### src/rtl/post_led_pkg.sv
package post_led_pkg;

    typedef enum logic [1:0] {
        SQ_DEBUG = 2'd0,
        SQ_HIGH  = 2'd1,
        SQ_LOW   = 2'd2,
        SQ_GAP   = 2'd3
    } seq_state_t;

    localparam int MODE_W = 4;
    localparam int LED_N  = 4;
    localparam logic [MODE_W-1:0] MODE_POST = 4'd0;
    localparam logic [MODE_W-1:0] MODE_HOST = 4'd1;

endpackage

### src/rtl/led_mode_reg.sv
module led_mode_reg
    import post_led_pkg::*;
#(
    parameter int DATA_W = 8
) (
    input  logic              clk,
    input  logic              rst_n,
    input  logic              wr_en,
    input  logic [DATA_W-1:0] wdata,
    output logic [MODE_W-1:0] mode,
    output logic [DATA_W-1:0] rdata
);
    localparam int PAD_W = DATA_W - MODE_W;

    logic [MODE_W-1:0] mode_q;

    always_ff @(posedge clk or negedge rst_n) begin
        if (!rst_n) begin
            mode_q <= '0;
        end else if (wr_en) begin
            mode_q <= wdata[MODE_W-1:0];
        end
    end

    assign mode  = mode_q;
    assign rdata = {{PAD_W{1'b0}}, mode_q};

endmodule

### src/rtl/post_nibble_seq.sv
module post_nibble_seq
    import post_led_pkg::*;
#(
    parameter int TICK_DIV  = 1000000,
    parameter int HI_TICKS  = 4,
    parameter int LO_TICKS  = 4,
    parameter int GAP_TICKS = 8
) (
    input  logic       clk,
    input  logic       rst_n,
    input  logic       p80_wr,
    input  logic [7:0] p80_data,
    output seq_state_t state,
    output logic [7:0] code
);
    localparam int PRE_W  = (TICK_DIV > 1) ? $clog2(TICK_DIV) : 1;
    localparam int MAXT_A = (HI_TICKS > LO_TICKS) ? HI_TICKS : LO_TICKS;
    localparam int MAXT   = (MAXT_A > GAP_TICKS) ? MAXT_A : GAP_TICKS;
    localparam int PH_W   = (MAXT > 1) ? $clog2(MAXT) : 1;

    seq_state_t state_q, state_d;
    logic [PRE_W-1:0] pre_q;
    logic [PH_W-1:0]  ph_q;
    logic [PH_W-1:0]  ph_last;
    logic [7:0]       code_q;
    logic             tick;
    logic             phase_end;

    always_comb begin
        unique case (state_q)
            SQ_HIGH: ph_last = PH_W'(HI_TICKS - 1);
            SQ_LOW:  ph_last = PH_W'(LO_TICKS - 1);
            SQ_GAP:  ph_last = PH_W'(GAP_TICKS - 1);
            default: ph_last = '0;
        endcase
    end

    assign tick      = (state_q != SQ_DEBUG) && (pre_q == PRE_W'(TICK_DIV - 1));
    assign phase_end = tick && (ph_q == ph_last);

    // next-state logic
    always_comb begin
        state_d = state_q;
        unique case (state_q)
            SQ_DEBUG: state_d = SQ_DEBUG;
            SQ_HIGH:  if (phase_end) state_d = SQ_LOW;
            SQ_LOW:   if (phase_end) state_d = SQ_GAP;
            SQ_GAP:   if (phase_end) state_d = SQ_HIGH;
            default:  state_d = SQ_DEBUG;
        endcase
        if (p80_wr) begin
            state_d = SQ_HIGH;
        end
    end

    // state register
    always_ff @(posedge clk or negedge rst_n) begin
        if (!rst_n) begin
            state_q <= SQ_DEBUG;
        end else begin
            state_q <= state_d;
        end
    end

    // timing counters and code capture
    always_ff @(posedge clk or negedge rst_n) begin
        if (!rst_n) begin
            pre_q  <= '0;
            ph_q   <= '0;
            code_q <= '0;
        end else if (p80_wr) begin
            pre_q  <= '0;
            ph_q   <= '0;
            code_q <= p80_data;
        end else if (state_q != SQ_DEBUG) begin
            pre_q <= tick ? '0 : pre_q + 1'b1;
            if (tick) begin
                ph_q <= phase_end ? '0 : ph_q + 1'b1;
            end
        end
    end

    assign state = state_q;
    assign code  = code_q;

endmodule

### src/rtl/led_out_mux.sv
module led_out_mux
    import post_led_pkg::*;
(
    input  seq_state_t        state,
    input  logic [MODE_W-1:0] mode,
    input  logic [7:0]        code,
    input  logic [LED_N-1:0]  host_red,
    input  logic [LED_N-1:0]  host_grn,
    input  logic [LED_N-1:0]  fault,
    output logic [LED_N-1:0]  led_red,
    output logic [LED_N-1:0]  led_grn
);
    logic [LED_N-1:0] nib;

    always_comb begin
        unique case (state)
            SQ_HIGH: nib = code[7:4];
            SQ_LOW:  nib = code[3:0];
            default: nib = '0;
        endcase
    end

    // output process
    always_comb begin
        led_red = '0;
        led_grn = '0;
        if (state == SQ_DEBUG) begin
            led_red = fault;
        end else if (mode == MODE_POST) begin
            led_grn = nib;
        end else if (mode == MODE_HOST) begin
            led_red = host_red;
            led_grn = host_grn;
        end
    end

endmodule

### src/rtl/post_led_ctrl.sv
module post_led_ctrl
    import post_led_pkg::*;
#(
    parameter int TICK_DIV  = 1000000,
    parameter int HI_TICKS  = 4,
    parameter int LO_TICKS  = 4,
    parameter int GAP_TICKS = 8
) (
    input  logic       clk,
    input  logic       rst_n,
    input  logic       reg_wr_en,
    input  logic [7:0] reg_wdata,
    output logic [7:0] reg_rdata,
    input  logic       p80_wr,
    input  logic [7:0] p80_data,
    input  logic [3:0] host_red,
    input  logic [3:0] host_grn,
    input  logic       flt_pwr_not_good,
    input  logic       flt_cpu_cat,
    input  logic       flt_hw_rst,
    input  logic       flt_boot_fail,
    output logic [3:0] led_red,
    output logic [3:0] led_grn
);
    logic [MODE_W-1:0] cfg_mode;
    seq_state_t        seq_state;
    logic [7:0]        seq_code;
    logic [LED_N-1:0]  fault_vec;

    assign fault_vec = {flt_pwr_not_good, flt_cpu_cat, flt_hw_rst, flt_boot_fail};

    led_mode_reg #(.DATA_W(8)) u_cfg (
        .clk   (clk),
        .rst_n (rst_n),
        .wr_en (reg_wr_en),
        .wdata (reg_wdata),
        .mode  (cfg_mode),
        .rdata (reg_rdata)
    );

    post_nibble_seq #(
        .TICK_DIV  (TICK_DIV),
        .HI_TICKS  (HI_TICKS),
        .LO_TICKS  (LO_TICKS),
        .GAP_TICKS (GAP_TICKS)
    ) u_seq (
        .clk      (clk),
        .rst_n    (rst_n),
        .p80_wr   (p80_wr),
        .p80_data (p80_data),
        .state    (seq_state),
        .code     (seq_code)
    );

    led_out_mux u_mux (
        .state    (seq_state),
        .mode     (cfg_mode),
        .code     (seq_code),
        .host_red (host_red),
        .host_grn (host_grn),
        .fault    (fault_vec),
        .led_red  (led_red),
        .led_grn  (led_grn)
    );

endmodule

### config.mk
export PLATFORM = sky130hd
export DESIGN_NAME = post_led_ctrl
export DESIGN_NICKNAME = d
export VERILOG_FILES = /design/src/rtl/post_led_pkg.sv /design/src/rtl/led_mode_reg.sv /design/src/rtl/post_nibble_seq.sv /design/src/rtl/led_out_mux.sv /design/src/rtl/post_led_ctrl.sv
export SDC_FILE = /design/constraint.sdc
export NUM_CORES = 1
export LEC_CHECK = 0
export ABC_CLOCK_PERIOD_IN_PS = 7200
export CAP_MARGIN = 30
export CORE_MARGIN = 5
export CORE_UTILIZATION = 54
export DETAILED_ROUTE_END_ITERATION = 12
export PLACE_DENSITY = 0.95
export SETUP_SLACK_MARGIN = 0.3
export SYNTH_ARGS = -nofsm -noshare
export SYNTH_HDL_FRONTEND = slang
export SYNTH_HIERARCHICAL = 1
export SYNTH_SLANG_ARGS = --single-unit
### constraint.sdc
create_clock -name clk -period 7.2 [get_ports clk]
set_input_delay 1.44 -clock clk [delete_from_list [all_inputs] [get_ports clk]]
set_output_delay 1.44 -clock clk [all_outputs]
set_load 0.03 [all_outputs]
==> results.sh <==
export IMPL_yosysMostFrequentCell="dfrtp_1"
export IMPL_fin_crit_ns=4.23
export IMPL_finalNetCount=288
export IMPL_muxShareOfSynthArea_pct=6.72
export IMPL_nFillCells=270
export IMPL_critPathRequiredTime_ns=5.76
export IMPL_postCtsResizedCells=0
export IMPL_cts_sinks=37
export IMPL_status="completed"
export IMPL_synth_edff_count=0
export IMPL_fin_worst_skew_ns=0.00569
export IMPL_max_vdd_ir_drop_uv=176
export IMPL_synthCells=209
export IMPL_ys_seq_area_share_pct=42.9
export IMPL_hold_buffers=0
export IMPL_wl_met1_um=2020
export IMPL_htree_levels=2
export IMPL_place_congestion=0.778
export IMPL_ys_seq_elements=37
export IMPL_total_power_mw=0.642
export IMPL_reg2reg_slack_ns=4.29
export IMPL_yosys_area_top_type="dfrtp_1"
export IMPL_num_rows=23
export IMPL_path_class="in -> out"
export IMPL_post_route_period_util_pct=58.7
export IMPL_ant_nets=0
export IMPL_synth_top_area_share_pct=42.9
export IMPL_hold_viol_final=0
export IMPL_synth_compound_area_share_pct=14.6
export IMPL_syn_area_per_cell_um2=10.3
export IMPL_die_area_um2=5360
export IMPL_root_buffer="clkbuf_8"
export IMPL_via_count=1713
export IMPL_hp_class="reg -> reg"
export IMPL_overflow=0
export IMPL_dieWidth_um=73.2
export IMPL_multiInputGateArea_um2=1120
export IMPL_drtIter0Drc=87
export IMPL_ys_flop_type="dfrtp_1"
export IMPL_cp_start_kind="input pin"
export IMPL_crit_path_max_fanout=1
export IMPL_initial_core_util_pct=54.7
export IMPL_setup_viol=0
export IMPL_firstDrtPassIters=4
export IMPL_io_pins=48
export IMPL_slew_violations=0
export IMPL_drc=0
export IMPL_synthXorXnorAreaFrac_pct=4.46
export IMPL_track_usage_pct=19.6
export IMPL_syn_to_final_growth_pct=22.2
export IMPL_wl_met2_um=2730
export IMPL_grt_pass1_wl_um=8070
export IMPL_slew_headroom_pct=53.9
export IMPL_arrival_ns=2.79
export IMPL_diodes=0
export IMPL_rsz0062_at_grt="false"
export IMPL_final_core_util_pct=66.9
export IMPL_synth_cell_type_count=48
export IMPL_cts_buffers=5
export IMPL_drive_above_1_share_pct=13.0
export IMPL_synth_simple_area_share_pct=19.7
export IMPL_fmax_mhz=237
export IMPL_ys_top_cells_by_count="dfrtp_1, nor2_1, mux2_2"
export IMPL_syn_area_um2=2160
export IMPL_postCtsSetupBuffers=0
export IMPL_instances_no_fill=297
export IMPL_port_buffers=39
export IMPL_routed_via_density=5.77
export IMPL_power_density_nw_per_um2=244
export IMPL_placedCellCount=289
export IMPL_grt_pass1_vias=1733
export IMPL_final_setup_tns_ns=0
export IMPL_antenna_found_initial=0
export IMPL_cts_tree="yes"
export IMPL_setup_ws_ns=2.97
export IMPL_post_synth_fa_ha_maj_area_fraction_pct=5.80
export IMPL_core_area_um2=3940
export IMPL_cts_clk_slew_worst_paths_ns=0.08
export IMPL_tightestPinTransition_ns=0.690
export IMPL_wl_met3_um=122
export IMPL_clock_path_buffers=2
export IMPL_ys_async_sr_fraction_pct=100
export IMPL_top_layer_used="met4"
export IMPL_yosys_top_cells_area="dfrtp_1, mux2_2, ha_1, xnor2_1, buf_4"
export IMPL_maxCapViolCount=0
export IMPL_leakage_nw=1.07
export IMPL_fp_dieH_um=73.2
export IMPL_clk_latency_ns=0.28
export IMPL_drt_wl_total_um=4940
export IMPL_worst_setup_path_end_kind="output port"
export IMPL_pre_cts_ws_ns=2.96
export IMPL_grt_max_degree=38
export IMPL_regArea_um2=926
export IMPL_place_hpwl_um=3660
export IMPL_synth_top_family_by_area="simple AND/OR/NAND/NOR gates"
export IMPL_drt_wirelength_per_cell_um=16.6
export IMPL_ys_warn_count=6
-- stage by stage --
stage	area (um2)	hold slack (ns)
final	2640	0.529
after global routing	2640	0.552
after CTS	2640	0.525
after detailed placement	2530	0.505
after global placement	2530	0.495
after floorplan	2170	0.474
-- layer usage --
layer,up-vias,global-route usage [%]
met4,0,7.58
met1,838,24.2
met2,43,34.5
li1,826,-
met3,6,2.62
met5,-,0
-- power breakdown --
| group | total [mW] | switching (mW) | leakage, nW | internal (mW) |
|---|---|---|---|---|
| combinational | 0.231 | 0.123 | 0.534 | 0.108 |
| clock | 0.164 | 0.0757 | 0.0549 | 0.0884 |
| sequential | 0.248 | 0.0216 | 0.483 | 0.226 |
| total | 0.642 | 0.220 | 1.07 | 0.423 |
-- worst max-delay path: stages --
cell and delay (ns):
clkdlybuf4s50_1 0.47, a22oi_1 0.09, nor2_1 0.11, clkdlybuf4s50_1 0.68
-- flip-flops by register name, indices dropped and copies added, names as in the netlist --
| signal | flops |
|---|---|
| u_seq/code | 8 |
| u_seq/state | 2 |
| u_seq/pre_q | 20 |
| u_cfg/mode | 4 |
| u_seq/ph_q | 3 |
-- area by class of cell --
cell class / count / share of cell area (%)
repair buffers: 40 / 15.1
inverters: 7 / 0.996
multi-input cells: 155 / 42.5
clock inverters: 1 / 0.332
flip-flops and latches: 37 / 35.1
clock buffers: 7 / 3.65
well taps: 50 / 2.37
-- cell usage in the layout (no fill, tap or decap), drive strengths merged, types with 4 or more instances in the layout --
| cell | count |
|---|---|
| a21oi | 11 |
| a22o | 8 |
| a22oi | 4 |
| clkbuf | 7 |
| clkdlybuf4s50 | 39 |
| conb | 4 |
| dfrtp | 37 |
| ha | 10 |
| inv | 8 |
| mux2 | 12 |
| nand2 | 11 |
| nand3 | 6 |
| nand4 | 5 |
| nor2 | 16 |
| nor2b | 5 |
| o21ai | 11 |
| o31ai | 4 |
| or3 | 8 |
| xnor2 | 8 |
-- kinds of logic (layout without fill, tap and decap cells) --
family / Yosys count / in the layout
compound gates: 45 / 45
xor+xnor: 11 / 11
fa+ha+maj: 10 / 10
buf+inv: 20 / 55
flops: 37 / 37
mux: 13 / 13
other cells: 1 / 4
simple gates: 72 / 72
-- worst paths after layout --
check	end	cells past startpoint	from
setup / recovery	led_grn[0]	4	host_grn[0]
max in group asynchronous	u_seq/state[0]$_DFFE_PN0P_	2	rst_n
setup reg to reg	u_seq/pre_q[17]$_DFFE_PN0P_	7	u_seq/state[0]$_DFFE_PN0P_
hold / removal	u_seq/code[2]$_DFFE_PN0P_	1	u_seq/code[2]$_DFFE_PN0P_
hold reg to reg	u_seq/code[2]$_DFFE_PN0P_	1	u_seq/code[2]$_DFFE_PN0P_
min in group asynchronous	u_seq/pre_q[15]$_DFFE_PN0P_	2	rst_n
Power figures use the tool's default switching activity.
